`src/rtl/qps_pkg.sv`:
```
package qps_pkg;
  localparam int unsigned PHASES  = 4;
  localparam int unsigned PHASE_W = $clog2(PHASES);

  typedef logic [PHASE_W-1:0] qps_phase_t;

  localparam qps_phase_t PH_Q1 = 2'd0;
  localparam qps_phase_t PH_Q2 = 2'd1;
  localparam qps_phase_t PH_Q3 = 2'd2;
  localparam qps_phase_t PH_Q4 = 2'd3;

  // clock-out level for a given phase: high in the first half of the cycle
  function automatic logic qps_clkout_level(input qps_phase_t ph);
    return (ph == PH_Q1) || (ph == PH_Q2);
  endfunction
endpackage

```
`src/rtl/qps_rst_sync.sv`:
```
module qps_rst_sync #(
  parameter int unsigned STAGES = 2
) (
  input  logic clk_i,
  input  logic rst_ni,
  output logic rst_sync_no
);
  logic [STAGES-1:0] sync_q;
  logic [STAGES-1:0] sync_d;

  always_comb begin
    sync_d = {sync_q[STAGES-2:0], 1'b1};
  end

  always_ff @(posedge clk_i or negedge rst_ni) begin
    if (!rst_ni) sync_q <= '0;
    else         sync_q <= sync_d;
  end

  assign rst_sync_no = sync_q[STAGES-1];
endmodule

```
`src/rtl/qps_phase_gen.sv`:
```
module qps_phase_gen
  import qps_pkg::*;
(
  input  logic                 clk_i,
  input  logic                 rst_ni,
  output qps_phase_t           phase_q_o,
  output logic [PHASES-1:0]    phase_o,
  output logic                 enter_q1_o,
  output logic                 enter_q4_o,
  output logic                 clkout_o
);
  qps_phase_t phase_q, phase_d;
  logic       clkout_q, clkout_d;

  always_comb begin
    phase_d  = phase_q + qps_phase_t'(1);
    clkout_d = qps_clkout_level(phase_d);
  end

  always_ff @(posedge clk_i or negedge rst_ni) begin
    if (!rst_ni) begin
      phase_q  <= PH_Q1;
      clkout_q <= 1'b1;
    end else begin
      phase_q  <= phase_d;
      clkout_q <= clkout_d;
    end
  end

  for (genvar g = 0; g < PHASES; g++) begin : g_strobe
    assign phase_o[g] = (phase_q == qps_phase_t'(g));
  end

  assign phase_q_o  = phase_q;
  assign enter_q1_o = (phase_q == PH_Q4);
  assign enter_q4_o = (phase_q == PH_Q3);
  assign clkout_o   = clkout_q;

  assert_phase_onehot_R1: assert property (@(posedge clk_i)
    $countones(phase_o) == 1);
  assert_phase_q1_q2_R1: assert property (@(posedge clk_i) disable iff (!rst_ni)
    phase_o[0] |=> phase_o[1]);
  assert_phase_q2_q3_R1: assert property (@(posedge clk_i) disable iff (!rst_ni)
    phase_o[1] |=> phase_o[2]);
  assert_phase_q3_q4_R1: assert property (@(posedge clk_i) disable iff (!rst_ni)
    phase_o[2] |=> phase_o[3]);
  assert_phase_q4_q1_R1: assert property (@(posedge clk_i) disable iff (!rst_ni)
    phase_o[3] |=> phase_o[0]);
  assert_clkout_high_R9: assert property (@(posedge clk_i) disable iff (!rst_ni)
    (phase_o[0] || phase_o[1]) |-> clkout_q);
  assert_clkout_low_R9: assert property (@(posedge clk_i) disable iff (!rst_ni)
    (phase_o[2] || phase_o[3]) |-> !clkout_q);
endmodule

```
`src/rtl/qps_pc_unit.sv`:
```
module qps_pc_unit #(
  parameter int unsigned ADDR_W = 11
) (
  input  logic              clk_i,
  input  logic              rst_ni,
  input  logic              enter_q1_i,
  input  logic              enter_q4_i,
  input  logic              take_i,
  input  logic [ADDR_W-1:0] target_i,
  output logic [ADDR_W-1:0] pc_o
);
  localparam logic [ADDR_W-1:0] PC_ONE = {{(ADDR_W-1){1'b0}}, 1'b1};

  logic [ADDR_W-1:0] pc_q, pc_d;
  logic              hold_q, hold_d;
  logic              pc_en;

  always_comb begin
    pc_d   = pc_q;
    hold_d = hold_q;
    if (enter_q4_i && take_i) begin
      pc_d   = target_i;
      hold_d = 1'b1;
    end else if (enter_q1_i) begin
      if (!hold_q) pc_d = pc_q + PC_ONE;
      hold_d = 1'b0;
    end
  end

  assign pc_en = enter_q1_i | enter_q4_i;

  always_ff @(posedge clk_i or negedge rst_ni) begin
    if (!rst_ni) begin
      pc_q   <= '0;
      hold_q <= 1'b0;
    end else if (pc_en) begin
      pc_q   <= pc_d;
      hold_q <= hold_d;
    end
  end

  assign pc_o = pc_q;

  assert_pc_step_R2: assert property (@(posedge clk_i) disable iff (!rst_ni)
    (enter_q1_i && !hold_q) |=> (pc_q == ADDR_W'($past(pc_q) + PC_ONE)));
  assert_pc_quiet_R2: assert property (@(posedge clk_i) disable iff (!rst_ni)
    !(enter_q1_i || enter_q4_i) |=> $stable(pc_q));
  assert_pc_target_R10: assert property (@(posedge clk_i) disable iff (!rst_ni)
    (enter_q4_i && take_i) |=> (pc_q == $past(target_i)));
endmodule

```
`src/rtl/qps_exec_stage.sv`:
```
module qps_exec_stage #(
  parameter int unsigned       INSTR_W  = 14,
  parameter logic [INSTR_W-1:0] NOP_WORD = '0
) (
  input  logic               clk_i,
  input  logic               rst_ni,
  input  logic               enter_q1_i,
  input  logic               enter_q4_i,
  input  logic [INSTR_W-1:0] fetch_word_i,
  input  logic               branch_req_i,
  output logic               take_o,
  output logic [INSTR_W-1:0] ir_o,
  output logic               nop_o
);
  logic [INSTR_W-1:0] fetch_q, fetch_d;
  logic [INSTR_W-1:0] ir_q, ir_d;
  logic               nop_q, nop_d;
  logic               flush_q, flush_d;
  logic               take;

  // a forced no-operation cannot itself branch
  assign take = enter_q4_i && branch_req_i && !nop_q;

  always_comb begin
    fetch_d = fetch_q;
    flush_d = flush_q;
    ir_d    = ir_q;
    nop_d   = nop_q;
    if (enter_q4_i) begin
      fetch_d = fetch_word_i;
      flush_d = take;
    end
    if (enter_q1_i) begin
      ir_d    = flush_q ? NOP_WORD : fetch_q;
      nop_d   = flush_q;
      flush_d = 1'b0;
    end
  end

  always_ff @(posedge clk_i or negedge rst_ni) begin
    if (!rst_ni) begin
      fetch_q <= NOP_WORD;
      flush_q <= 1'b0;
    end else if (enter_q4_i || enter_q1_i) begin
      fetch_q <= fetch_d;
      flush_q <= flush_d;
    end
  end

  always_ff @(posedge clk_i or negedge rst_ni) begin
    if (!rst_ni) begin
      ir_q  <= NOP_WORD;
      nop_q <= 1'b1;
    end else if (enter_q1_i) begin
      ir_q  <= ir_d;
      nop_q <= nop_d;
    end
  end

  assign take_o = take;
  assign ir_o   = ir_q;
  assign nop_o  = nop_q;

  assert_ir_hold_R3: assert property (@(posedge clk_i) disable iff (!rst_ni)
    !enter_q1_i |=> $stable(ir_q));
  assert_flush_R6: assert property (@(posedge clk_i) disable iff (!rst_ni)
    (enter_q4_i && branch_req_i && !nop_q) |=> ##1 (nop_q && ir_q == NOP_WORD));
  assert_no_flush_R4: assert property (@(posedge clk_i) disable iff (!rst_ni)
    (enter_q4_i && !branch_req_i) |=> ##1 !nop_q);
  assert_nop_no_branch_R7: assert property (@(posedge clk_i) disable iff (!rst_ni)
    (enter_q4_i && nop_q) |=> ##1 !nop_q);
endmodule

```
`src/rtl/quad_phase_sequencer.sv`:
```
module quad_phase_sequencer
  import qps_pkg::*;
#(
  parameter int unsigned        ADDR_W      = 11,
  parameter int unsigned        INSTR_W     = 14,
  parameter logic [INSTR_W-1:0] NOP_WORD    = '0,
  parameter int unsigned        SYNC_STAGES = 2
) (
  input  logic               clk_i,
  input  logic               rst_ni,
  output logic [ADDR_W-1:0]  pmem_addr_o,
  input  logic [INSTR_W-1:0] pmem_data_i,
  input  logic               branch_req_i,
  input  logic [ADDR_W-1:0]  branch_tgt_i,
  output logic [PHASES-1:0]  phase_o,
  output logic               clkout_o,
  output logic [INSTR_W-1:0] ir_o,
  output logic               exec_nop_o,
  output logic               dmem_rd_o,
  output logic               dmem_wr_o
);
  logic       rst_n;
  qps_phase_t phase_q;
  logic       enter_q1, enter_q4;
  logic       take;
  logic       nop;

  qps_rst_sync #(.STAGES(SYNC_STAGES)) u_rst (
    .clk_i       (clk_i),
    .rst_ni      (rst_ni),
    .rst_sync_no (rst_n)
  );

  qps_phase_gen u_phase (
    .clk_i      (clk_i),
    .rst_ni     (rst_n),
    .phase_q_o  (phase_q),
    .phase_o    (phase_o),
    .enter_q1_o (enter_q1),
    .enter_q4_o (enter_q4),
    .clkout_o   (clkout_o)
  );

  qps_pc_unit #(.ADDR_W(ADDR_W)) u_pc (
    .clk_i      (clk_i),
    .rst_ni     (rst_n),
    .enter_q1_i (enter_q1),
    .enter_q4_i (enter_q4),
    .take_i     (take),
    .target_i   (branch_tgt_i),
    .pc_o       (pmem_addr_o)
  );

  qps_exec_stage #(.INSTR_W(INSTR_W), .NOP_WORD(NOP_WORD)) u_exec (
    .clk_i        (clk_i),
    .rst_ni       (rst_n),
    .enter_q1_i   (enter_q1),
    .enter_q4_i   (enter_q4),
    .fetch_word_i (pmem_data_i),
    .branch_req_i (branch_req_i),
    .take_o       (take),
    .ir_o         (ir_o),
    .nop_o        (nop)
  );

  assign exec_nop_o = nop;
  assign dmem_rd_o  = (phase_q == PH_Q2) && !nop;
  assign dmem_wr_o  = (phase_q == PH_Q4) && !nop;

  assert_rd_single_R5: assert property (@(posedge clk_i) disable iff (!rst_n)
    dmem_rd_o |=> (!dmem_rd_o && !dmem_wr_o));
  assert_wr_after_rd_R5: assert property (@(posedge clk_i) disable iff (!rst_n)
    dmem_rd_o |=> ##1 dmem_wr_o);
  assert_nop_quiet_R7: assert property (@(posedge clk_i) disable iff (!rst_n)
    exec_nop_o |-> !(dmem_rd_o || dmem_wr_o));
endmodule

```
`config.mk`:
```
export PLATFORM = sky130hd
export DESIGN_NAME = quad_phase_sequencer
export DESIGN_NICKNAME = d
export VERILOG_FILES = /design/src/rtl/qps_pkg.sv /design/src/rtl/qps_rst_sync.sv /design/src/rtl/qps_phase_gen.sv /design/src/rtl/qps_pc_unit.sv /design/src/rtl/qps_exec_stage.sv /design/src/rtl/quad_phase_sequencer.sv
export SDC_FILE = /design/constraint.sdc
export NUM_CORES = 1
export LEC_CHECK = 0
export ABC_AREA = 1
export BUFFER_PORTS_ARGS = -buffer_cell sky130_fd_sc_hd__clkbuf_2
export CAP_MARGIN = 20
export CORE_ASPECT_RATIO = 0.7
export CORE_MARGIN = 2
export CORE_UTILIZATION = 46
export CTS_CLUSTER_DIAMETER = 150
export DETAILED_ROUTE_END_ITERATION = 10
export GPL_TIMING_DRIVEN = 0
export PLACE_DENSITY = 0.8
export RECOVER_POWER = 25
export SYNTH_ARGS = -nofsm -noshare
export SYNTH_HDL_FRONTEND = slang
export SYNTH_SLANG_ARGS = --single-unit
```
`constraint.sdc`:
```
create_clock -name clk_i -period 1.9 [get_ports clk_i]
set_input_delay 0.095 -clock clk_i [delete_from_list [all_inputs] [get_ports clk_i]]
set_output_delay 0.095 -clock clk_i [all_outputs]
set_load 0.005 [all_outputs]
```
== Word level (Yosys, flattened, before mapping) ==
Cells that the tools add are included.
Widths: inputs -> output; s select.

* Register bits: 47
* Input port bits: 28

* Add/subtract/negate cells: 2
* Reduce and logical (&&, ||, !) cells: 16
* Eq/ne operators: 5
* Bitwise logic cells: 1
* Multiplexer cells: 8

{| class="wikitable"
|+ Operators by type and width
! operator !! count
|-
| $mux 11 || 3
|-
| $mux 14 || 1
|-
| $add 11x1->11 const B || 1
|-
| $reduce_and 2->1 || 3
|-
| $logic_and 1x1->1 || 5
|-
| $eq 2x1->1 const B || 2
|-
| $eq 2x2->1 const B || 2
|-
| $logic_not 2->1 || 2
|-
| $mux 1 || 4
|-
| $reduce_bool 2->1 || 2
|-
| $reduce_and 3->1 || 1
|-
| $add 2x1->2 const B || 1
|-
| $logic_or 1x1->1 || 2
|-
| $ne 2x2->1 const B || 1
|-
| $logic_not 1->1 || 1
|-
| $or 1x1->1 || 1
|}

== Depth between registers and ports, before layout ==
Gate-level depths: netlist of the first run.

* Depth in word-level cells: 6
* Mapped depth: 9

== Hierarchy ==
From an unflattened synthesis of the first run, not the netlist that was laid out.

* Cell total of the unflattened synthesis: 245
* Area, all modules: 2,192.1 µm²

{| class="wikitable"
|+ By module, submodules not included
! module !! cells an instance !! times used !! area an instance (µm²)
|-
| qps_exec_stage || 115 || 1 || 1,177.4
|-
| qps_pc_unit || 110 || 1 || 789.5
|-
| qps_phase_gen || 12 || 1 || 152.6
|-
| qps_rst_sync || 3 || 1 || 53.8
|-
| quad_phase_sequencer || 5 || 1 || 18.8
|}

== Least setup slack after synthesis of the first run ==
No wires, ideal clock.

* Path type: reg2reg
* Start point: register u_phase.phase_q[0] (netlist: u_phase.phase_q_o[0])
* End point: register u_pc.pc_q[10] (netlist: u_pc.pc_o[10])
* Stages on the path, launching flop included: 10
* Setup time: 0.065 ns
* Slack: 0.597 ns
* Path buffers: 1
* Arrival: 1.238 ns
* Cell sequence: dfrtp_1 -> inv_1 -> ha_1 -> nand2_1 -> nor2_4 -> buf_6 -> nand2_2 -> o21ai_2 -> inv_2 -> nand2_1

* Cells in the longest elaborated chain, start to end: 6
* Elaborated cells on any way between the ends: 10
* Classes of those cells: 3 x eq/ne; 1 x mux; 1 x bitwise; 5 x reduce/logical

{| class="wikitable"
|+ Ends and longest elaborated chain
! element !! RTL line !! source
|-
| start, declared || qps_phase_gen.sv:12 || <nowiki>qps_phase_t phase_q, phase_d;</nowiki>
|-
| start signal, assigned || qps_phase_gen.sv:25 || <nowiki>phase_q <= phase_d;</nowiki>
|-
| $eq 2x2->1 * || qps_phase_gen.sv:36 || <nowiki>assign enter_q4_o = (phase_q == PH_Q3);</nowiki>
|-
| via enter_q4 || quad_phase_sequencer.sv:24 || <nowiki>logic enter_q1, enter_q4;</nowiki>
|-
| $logic_and 1x1->1 (2 in a row) || qps_exec_stage.sv:22 || <nowiki>assign take = enter_q4_i && branch_req_i && !nop_q;</nowiki>
|-
| $logic_and 1x1->1 || qps_pc_unit.sv:21 || <nowiki>if (enter_q4_i && take_i) begin</nowiki>
|-
| $ne 2x2->1 (no line) / $reduce_bool 2->1 (equally long branches) || n/a ||
|-
| $reduce_and 3->1 (no line) || n/a ||
|-
| end signal, assigned || qps_pc_unit.sv:37 || <nowiki>pc_q <= pc_d;</nowiki>
|-
| end, declared || qps_pc_unit.sv:14 || <nowiki>logic [ADDR_W-1:0] pc_q, pc_d;</nowiki>
|}

Mark *: on every way through the listed nets, which the timed path passes. The rest lies on a longest branch.
A chain may end at the register's enable or synchronous reset.

== Worst setup path in the final report of the first run ==
* Start point: register u_phase.phase_q[0] (netlist: u_phase.phase_q_o[0])
* End point: output port dmem_wr_o

* Cells in the longest elaborated chain, start to end: 2

{| class="wikitable"
|+ Ends and longest elaborated chain
! element !! RTL line !! source
|-
| $eq 2x2->1 || n/a ||
|-
| via enter_q1 || quad_phase_sequencer.sv:24 ||
|-
| $logic_and 1x1->1 || quad_phase_sequencer.sv:68 || <nowiki>assign dmem_wr_o = (phase_q == PH_Q4) && !nop;</nowiki>
|-
| end, declared || quad_phase_sequencer.sv:20 || <nowiki>output logic dmem_wr_o</nowiki>
|}

The timed path passes the listed nets, and every way through them passes these cells.

==> run_results.csv, run 1 <==
group,metric,value,unit
outcome,status,"finished clean",
global_routing,gr-usage-met3,4.36,%
worst_setup_path,critPathArrivalTime,1570,ps
routing,dr.pass1.iters,4,
clock_tree,ctsHoldBuffers,6,
sta,final-hold-violation-count,0,
global_routing,top_usage_layer,"met2",
global_routing,grt_pass1_vias,1713,
floorplan,die_h,61.7,µm
floorplan,initial_core_util,49.1,%
global_routing,met2_usage,30.2,%
synth,yosysUniqueCellTypes,25,
place,dpl_worst_slack,392,ps
synth,synth_area_leaders,"dfrtp_1 (51%), nand2_1 (12%), o21ai_2 (5.6%)",
synth,yosys_warnings,0,
hold_path,hold_path.class,"in -> reg",
sta,period_share,87.6,%
global_routing,track_usage,19.1,%
floorplan,core,0.00445,mm²
synth,ys_seq_elements,47,
sta,fin_skew,8.70,ps
finish,nets,356,
routing,drc_errors,0,
routing,antenna_left,0,
global_routing,use_met1,26.4,%
finish,diodes,0,
power,peakVddDrop,586,µV
sta,rsz0062_at_grt,"no",
place,placed_area,0.00258,mm²
worst_setup_path,path_max_fanout,10,
place,place.gp.congestion,0.926,
power,p_leak,1.40,nW
worst_setup_path,cp.required,1800,ps
clock_tree,cts_buffers,5,
clock_tree,cts_buffer_depth,2,
sta,slew_violations,0,
clock_tree,clk_pin_slew,90,ps
finish,final_area,0.00273,mm²
routing,vias_per_cell,4.84,
finish,fin_util,61.3,%
place,port_buffers,60,
clock_tree,postCtsSetupBuffers,0,
sta,fin_crit,1660,ps
power,finalPower,2.20,mW
clock_tree,cts-root-buf,"clkbuf_8",
global_routing,grt_max_degree,41,
synth,synth_top_area_share,51.5,%
floorplan,die_w,86.4,µm
sta,setup_tns,0,ps
clock_tree,clkSinkCount,47,
place,place_inst,364,
global_routing,antenna_found_initial,0,
clock_tree,htreeDepth,2,
synth,syn_inst,248,
routing,wirelength,4.61,mm
clock_tree,cts_resized,0,
finish,final_cells,379,
routing,vias,1833,
power,cellPowerDensity,806,mW/mm²
global_routing,overflow,0,
synth,synth_area_per_cell,8.82,µm²
synth,synth_area,0.00219,mm²
floorplan,die_area,0.00533,mm²
sta,clock.fmax,601,MHz
sta,worstMarginPinSlew,988,ps
clock_tree,clock_latency,290,ps
clock_tree,cts_tree,"yes",
run,maxCapViolCount,0,
routing,drt_iter0_drc,189,
global_routing,grt_pass1_wl,7.78,mm
finish,syn_to_final_growth,24.8,%
finish,drive_above_1_share,33.3,%
synth,yosysTopAreaCell,"dfrtp_1",
synth,yosysSeqAreaShare,53.9,%
worst_setup_path,crit_path_end_kind,"output port",
floorplan,pin_count,61,
sta,slew_headroom,34.2,%
worst_setup_path,crit_path_start_kind,"flop",
place,hpwl,3.44,mm
routing,drt-wirelength-per-cell,12.2,µm
sta,fin_ws,236,ps
worst_setup_path,worst-setup-path-type,"reg -> out",
sta,setup_violations,0,
floorplan,num_rows,20,
synth,synthesis.nets,281,
sta,holdWs,12.0,ps
## synth_stat cells
master / count
nand2_1: 70
dfrtp_1: 45
inv_1: 30
nand3_1: 17
o21ai_0: 16
o21ai_2: 14
nor2_1: 9
inv_2: 7
o21ai_1: 6
ha_1: 5
nand2_2: 4
a21oi_1: 3
buf_2: 3
buf_4: 2
buf_6: 2
dfstp_2: 2
nor2_2: 2
nor2_4: 2
o211ai_1: 2
o21bai_1: 2
clkbuf_1: 1
conb_1: 1
nand2_4: 1
nand3_2: 1
or2_2: 1
## metal layers
layer / vias to the layer above / wire [µm]
met5: - / 0
met4: 0 / 28
met3: 3 / 233
met2: 40 / 2170
met1: 867 / 2180
li1: 923 / -
## worst max-delay path: stages (launching register included)
cell and delay [ps]:
dfrtp_1 400, ha_1 300, inv_2 170, buf_2 250
nor2_1 60, clkbuf_2 110
## cell usage in the layout, fill, tap and decap left out, drive strengths merged
cell type	instances
buf	7
o21ai	36
o21bai	2
a21oi	3
clkbuf	70
dfstp	2
conb	1
inv	37
ha	5
dlygate4sd3	7
nand3	18
nor2	13
or2	1
nand2	75
dfrtp	45
o211ai	2
## final timing paths
path	start	slack [ps]	depth (start not counted)	endpoint
min reg2reg	u_rst.sync_q[1]$_DFF_PN0_	80	0	u_exec.fetch_q[11]$_DFFE_PN0P_
min	pmem_data_i[0]	10	3	u_exec.fetch_q[0]$_DFFE_PN0P_
max in group asynchronous	u_rst.sync_q[1]$_DFF_PN0_	610	1	u_pc.pc_o[7]$_DFFE_PN0P_
max	u_phase.phase_q_o[0]$_DFF_PN0_	240	5	dmem_wr_o
min in group asynchronous	u_rst.sync_q[1]$_DFF_PN0_	80	0	u_exec.fetch_q[11]$_DFFE_PN0P_
max reg2reg	u_phase.phase_q_o[0]$_DFF_PN0_	390	6	u_exec.fetch_q[7]$_DFFE_PN0P_
## cells by family after synthesis
kind of cell	Yosys count	share of synthesized area, %
AOI/OAI and AO/OA	43	12.7
adders and majority gates	5	2.86
other	1	0.171
and+or+nand+nor	107	21.5
DFF	47	53.9
buffers and inverters	45	8.92
## state kept, by name (all words and copies together) (netlist names)
| register | count |
|---|---|
| u_exec.fetch_q | 14 |
| u_phase.phase_q_o | 2 |
| u_exec.nop_o | 1 |
| u_pc.pc_o | 11 |
| u_pc.hold_q | 1 |
| u_phase.clkout_o | 1 |
| u_exec.ir_o | 14 |
| u_exec.flush_q | 1 |
| u_rst.sync_q | 2 |
## area by class of cell
| cell class | instances | area [µm²] |
|---|---|---|
| flip-flops and latches | 47 | 1180 |
| repair buffers | 68 | 374 |
| inverters | 37 | 139 |
| multi-input cells | 156 | 813 |
| fillers | 390 | 1720 |
| clock buffers | 8 | 100 |
| plain buffers | 8 | 56.3 |
| well taps | 55 | 68.8 |
## power breakdown
group	switching [mW]	total (mW)	internal, mW	leakage (nW)
logic	0.183	0.353	0.170	0.776
clock network	0.321	0.653	0.332	0.0515
registers	0.101	1.19	1.09	0.575
total	0.604	2.20	1.60	1.40
Note: power is estimated with default switching activity, not from simulation.
==> run 2, diff against run 1 <==
--- a/config.mk
+++ b/config.mk
@@ -5,7 +5,6 @@
 export SDC_FILE = /design/constraint.sdc
 export NUM_CORES = 1
 export LEC_CHECK = 0
-export ABC_AREA = 1
 export BUFFER_PORTS_ARGS = -buffer_cell sky130_fd_sc_hd__clkbuf_2
 export CAP_MARGIN = 20
 export CORE_ASPECT_RATIO = 0.7
==> constraint.sdc (replaced) <==
create_clock -name clk_i -period 2.15 [get_ports clk_i]
set_input_delay 0.1075 -clock clk_i [delete_from_list [all_inputs] [get_ports clk_i]]
set_output_delay 0.1075 -clock clk_i [all_outputs]
set_load 0.005 [all_outputs]
==> run 2 against run 1 <==
Compared with the run above: clock power is 22% lower; combinational power is 16% lower; setup slack worse by 30 ps; die area is 6.1% lower; via count is 16% lower; area after synthesis is 6.4% lower; highest routed layer unchanged.
==> run_results.csv, run 2 <==
group,metric,value,unit
outcome,status,"finished clean",
sta,worstMarginPinSlew,768,ps
global_routing,grt_pass1_wl,6.82,mm
floorplan,initial_core_util,47.6,%
synth,yosys_warnings,0,
sta,setup_violations,0,
run,maxCapViolCount,0,
finish,drive_above_1_share,36.4,%
sta,rsz0062_at_grt,"no",
floorplan,num_rows,20,
routing,dr_wl_met2,1.80,mm
floorplan,die_h,59.8,µm
synth,synth_area_per_cell,11.2,µm²
worst_setup_path,crit_path_start_kind,"flop",
power,p_leak,1.18,nW
floorplan,core,0.00430,mm²
floorplan,die_area,0.00501,mm²
clock_tree,clock_latency,300,ps
power,peakVddDrop,400,µV
global_routing,antenna_found_initial,0,
sta,fin_skew,9.03,ps
finish,diodes,0,
sta,slew_headroom,48.8,%
worst_setup_path,reg2reg_slack,210,ps
place,port_buffers,60,
synth,synth_area,0.00205,mm²
synth,async_flop_share,100,%
clock_tree,cts_buffers,5,
sta,setup_tns,0,ps
clock_tree,clk_pin_slew,80,ps
clock_tree,postCtsSetupBuffers,0,
worst_setup_path,crit_start,"u_phase.phase_q_o[0]$_DFF_PN0_",
synth,synth_area_leaders,"dfrtp_1 (55%), mux2_2 (8.3%), o21ai_0 (4.6%)",
clock_tree,cts_tree,"yes",
place,placed_area,0.00244,mm²
worst_setup_path,critPathMaxStageDelay,410,ps
floorplan,pin_count,61,
routing,wirelength,4.05,mm
finish,final_area,0.00251,mm²
hold_path,hold_path.class,"in -> reg",
worst_setup_path,critPathCapture,"u_pc.pc_o[7]$_DFFE_PN0P_",
synth,yosysSeqAreaShare,57.6,%
worst_setup_path,crit_path_end_kind,"flop",
synth,synth.most_common_cell,"dfrtp_1",
finish,final_cells,308,
hold_path,hp-start,"pmem_data_i[9]",
global_routing,grt_max_degree,33,
routing,wl_met3,284,µm
synth,synth_top_area_share,55.0,%
synth,ys_seq_elements,47,
synth,synth-edff-count,0,
worst_setup_path,critPathArrivalTime,2120,ps
worst_setup_path,slowest_stage,"dfrtp_1",
place,hpwl,3.04,mm
worst_setup_path,r2r-start,"u_phase.phase_q_o[0]$_DFF_PN0_",
sta,slew_violations,0,
floorplan,die_w,83.7,µm
clock_tree,cts-root-buf,"clkbuf_8",
sta,period_share,90.4,%
finish,final_common_cell,"clkbuf_2",
routing,antenna_left,0,
synth,syn_inst,183,
place,place_inst,299,
power,cellPowerDensity,757,mW/mm²
global_routing,track_usage,17.8,%
global_routing,grt_pass1_vias,1463,
synth,synthesis.nets,216,
clock_tree,clkSinkCount,47,
global_routing,overflow,0,
sta,fin_crit,1940,ps
worst_setup_path,path_cells,"inv_1, ha_1, clkbuf_1, nand3b_1, clkbuf_1, nor2_1, a31oi_1",
sta,final-hold-violation-count,0,
finish,nets,285,
routing,drt_iter0_drc,57,
worst_setup_path,worst_path_most_repeated_cell,"clkbuf_1",
routing,vias,1534,
worst_setup_path,rr_worst_depth,7,
worst_setup_path,reg2reg_to,"u_pc.pc_o[7]$_DFFE_PN0P_",
sta,holdWs,32.9,ps
routing,drc_errors,0,
finish,most-common-layout-cells,"clkbuf_2 (60), dfrtp_1 (45), inv_1 (20)",
clock_tree,htreeDepth,2,
routing,drt-wirelength-per-cell,13.2,µm
routing,vias_per_cell,4.98,
routing,dr.pass1.iters,4,
finish,final-seq-area,0.00118,mm²
synth,yosys-top-cells-count,"dfrtp_1 (45), inv_1 (20), o21ai_0 (19)",
clock_tree,ctsHoldBuffers,1,
finish,fillers,394,
routing,wl_met1,1.90,mm
worst_setup_path,cp.required,2320,ps
synth,ys.flop_type,"dfrtp_1",
clock_tree,cts_resized,0,
synth,yosysTopAreaCell,"dfrtp_1",
sta,clock.fmax,514,MHz
worst_setup_path,path_max_fanout,10,
synth,yosysUniqueCellTypes,26,
finish,multi_input_area,746,µm²
worst_setup_path,worst-setup-path-type,"reg -> reg",
routing,dr.max_layer_used,"met4",
place,place.gp.congestion,0.767,
finish,syn_to_final_growth,22.8,%
clock_tree,cts_buffer_depth,2,
-- run 2: stage by stage --
| stage | setup slack [ps] | utilization (%) | power, mW |
|---|---|---|---|
| after detailed placement | 222 | 56.6 | 1.42 |
| after floorplan | 598 | - | 1.25 |
| after CTS | 210 | 58.8 | 1.93 |
| final | 205 | 58.4 | 1.90 |
| after global placement | 233 | 56.1 | 1.39 |
| after global routing | 17.7 | 58.4 | 2.03 |
-- run 2: area by class of cell --
cell class                      instances  area share [%]
Timing Repair Buffer                   62            12.5
Clock buffer                            5            2.74
Buffer                                 10            1.89
Multi-Input combinational cell        106            29.7
Inverter                               20            2.99
Clock inverter                          3           0.597
Tap cell                               55            2.74
Sequential cell                        47            46.9
-- run 2: worst max-delay path: cells and delay by family, from the launching register on --
family | cells | cell delay [ps]
AOI/OAI and AO/OA | 1 | 50
adders and majority gates | 1 | 170
buffers and inverters | 3 | 750
DFF | 1 | 410
and+or+nand+nor | 2 | 440
-- run 2: where the power goes --
part / internal (mW) / switching (mW) / leakage, nW
Clock: 0.223 / 0.288 / 0.0477
Combinational: 0.155 / 0.142 / 0.569
Sequential: 0.982 / 0.114 / 0.563
-- run 2: routing by layer --
layer,vias up,GRT usage [%]
li1,764,-
met1,713,24.1
met2,49,26.9
met3,8,5.66
met4,0,7.60
met5,-,0
-- run 2: worst min path at each step --
stage	end	cells after the start
2_1_floorplan	u_rst.sync_q[0]$_DFF_PN0_	0
3_3_place_gp	u_rst.sync_q[0]$_DFF_PN0_	1
3_5_place_dp	u_rst.sync_q[0]$_DFF_PN0_	1
4_1_cts	u_exec.fetch_q[9]$_DFFE_PN0P_	2
5_1_grt	u_exec.fetch_q[1]$_DFFE_PN0P_	2
6_report	u_exec.fetch_q[9]$_DFFE_PN0P_	2
-- run 2: cells by family (layout without fill, tap and decap cells) --
family,after synthesis,after routing,synth area share [%]
AO/OA/AOI/OAI,35,35,9.54
buffers and inverters,30,100,5.99
multiplexers,16,16,8.74
AND/OR/NAND/NOR,47,47,14.1
XOR/XNOR,2,2,0.856
other,1,1,0.183
flip-flops,47,47,57.6
adder cells (fa/ha/maj),5,5,3.06
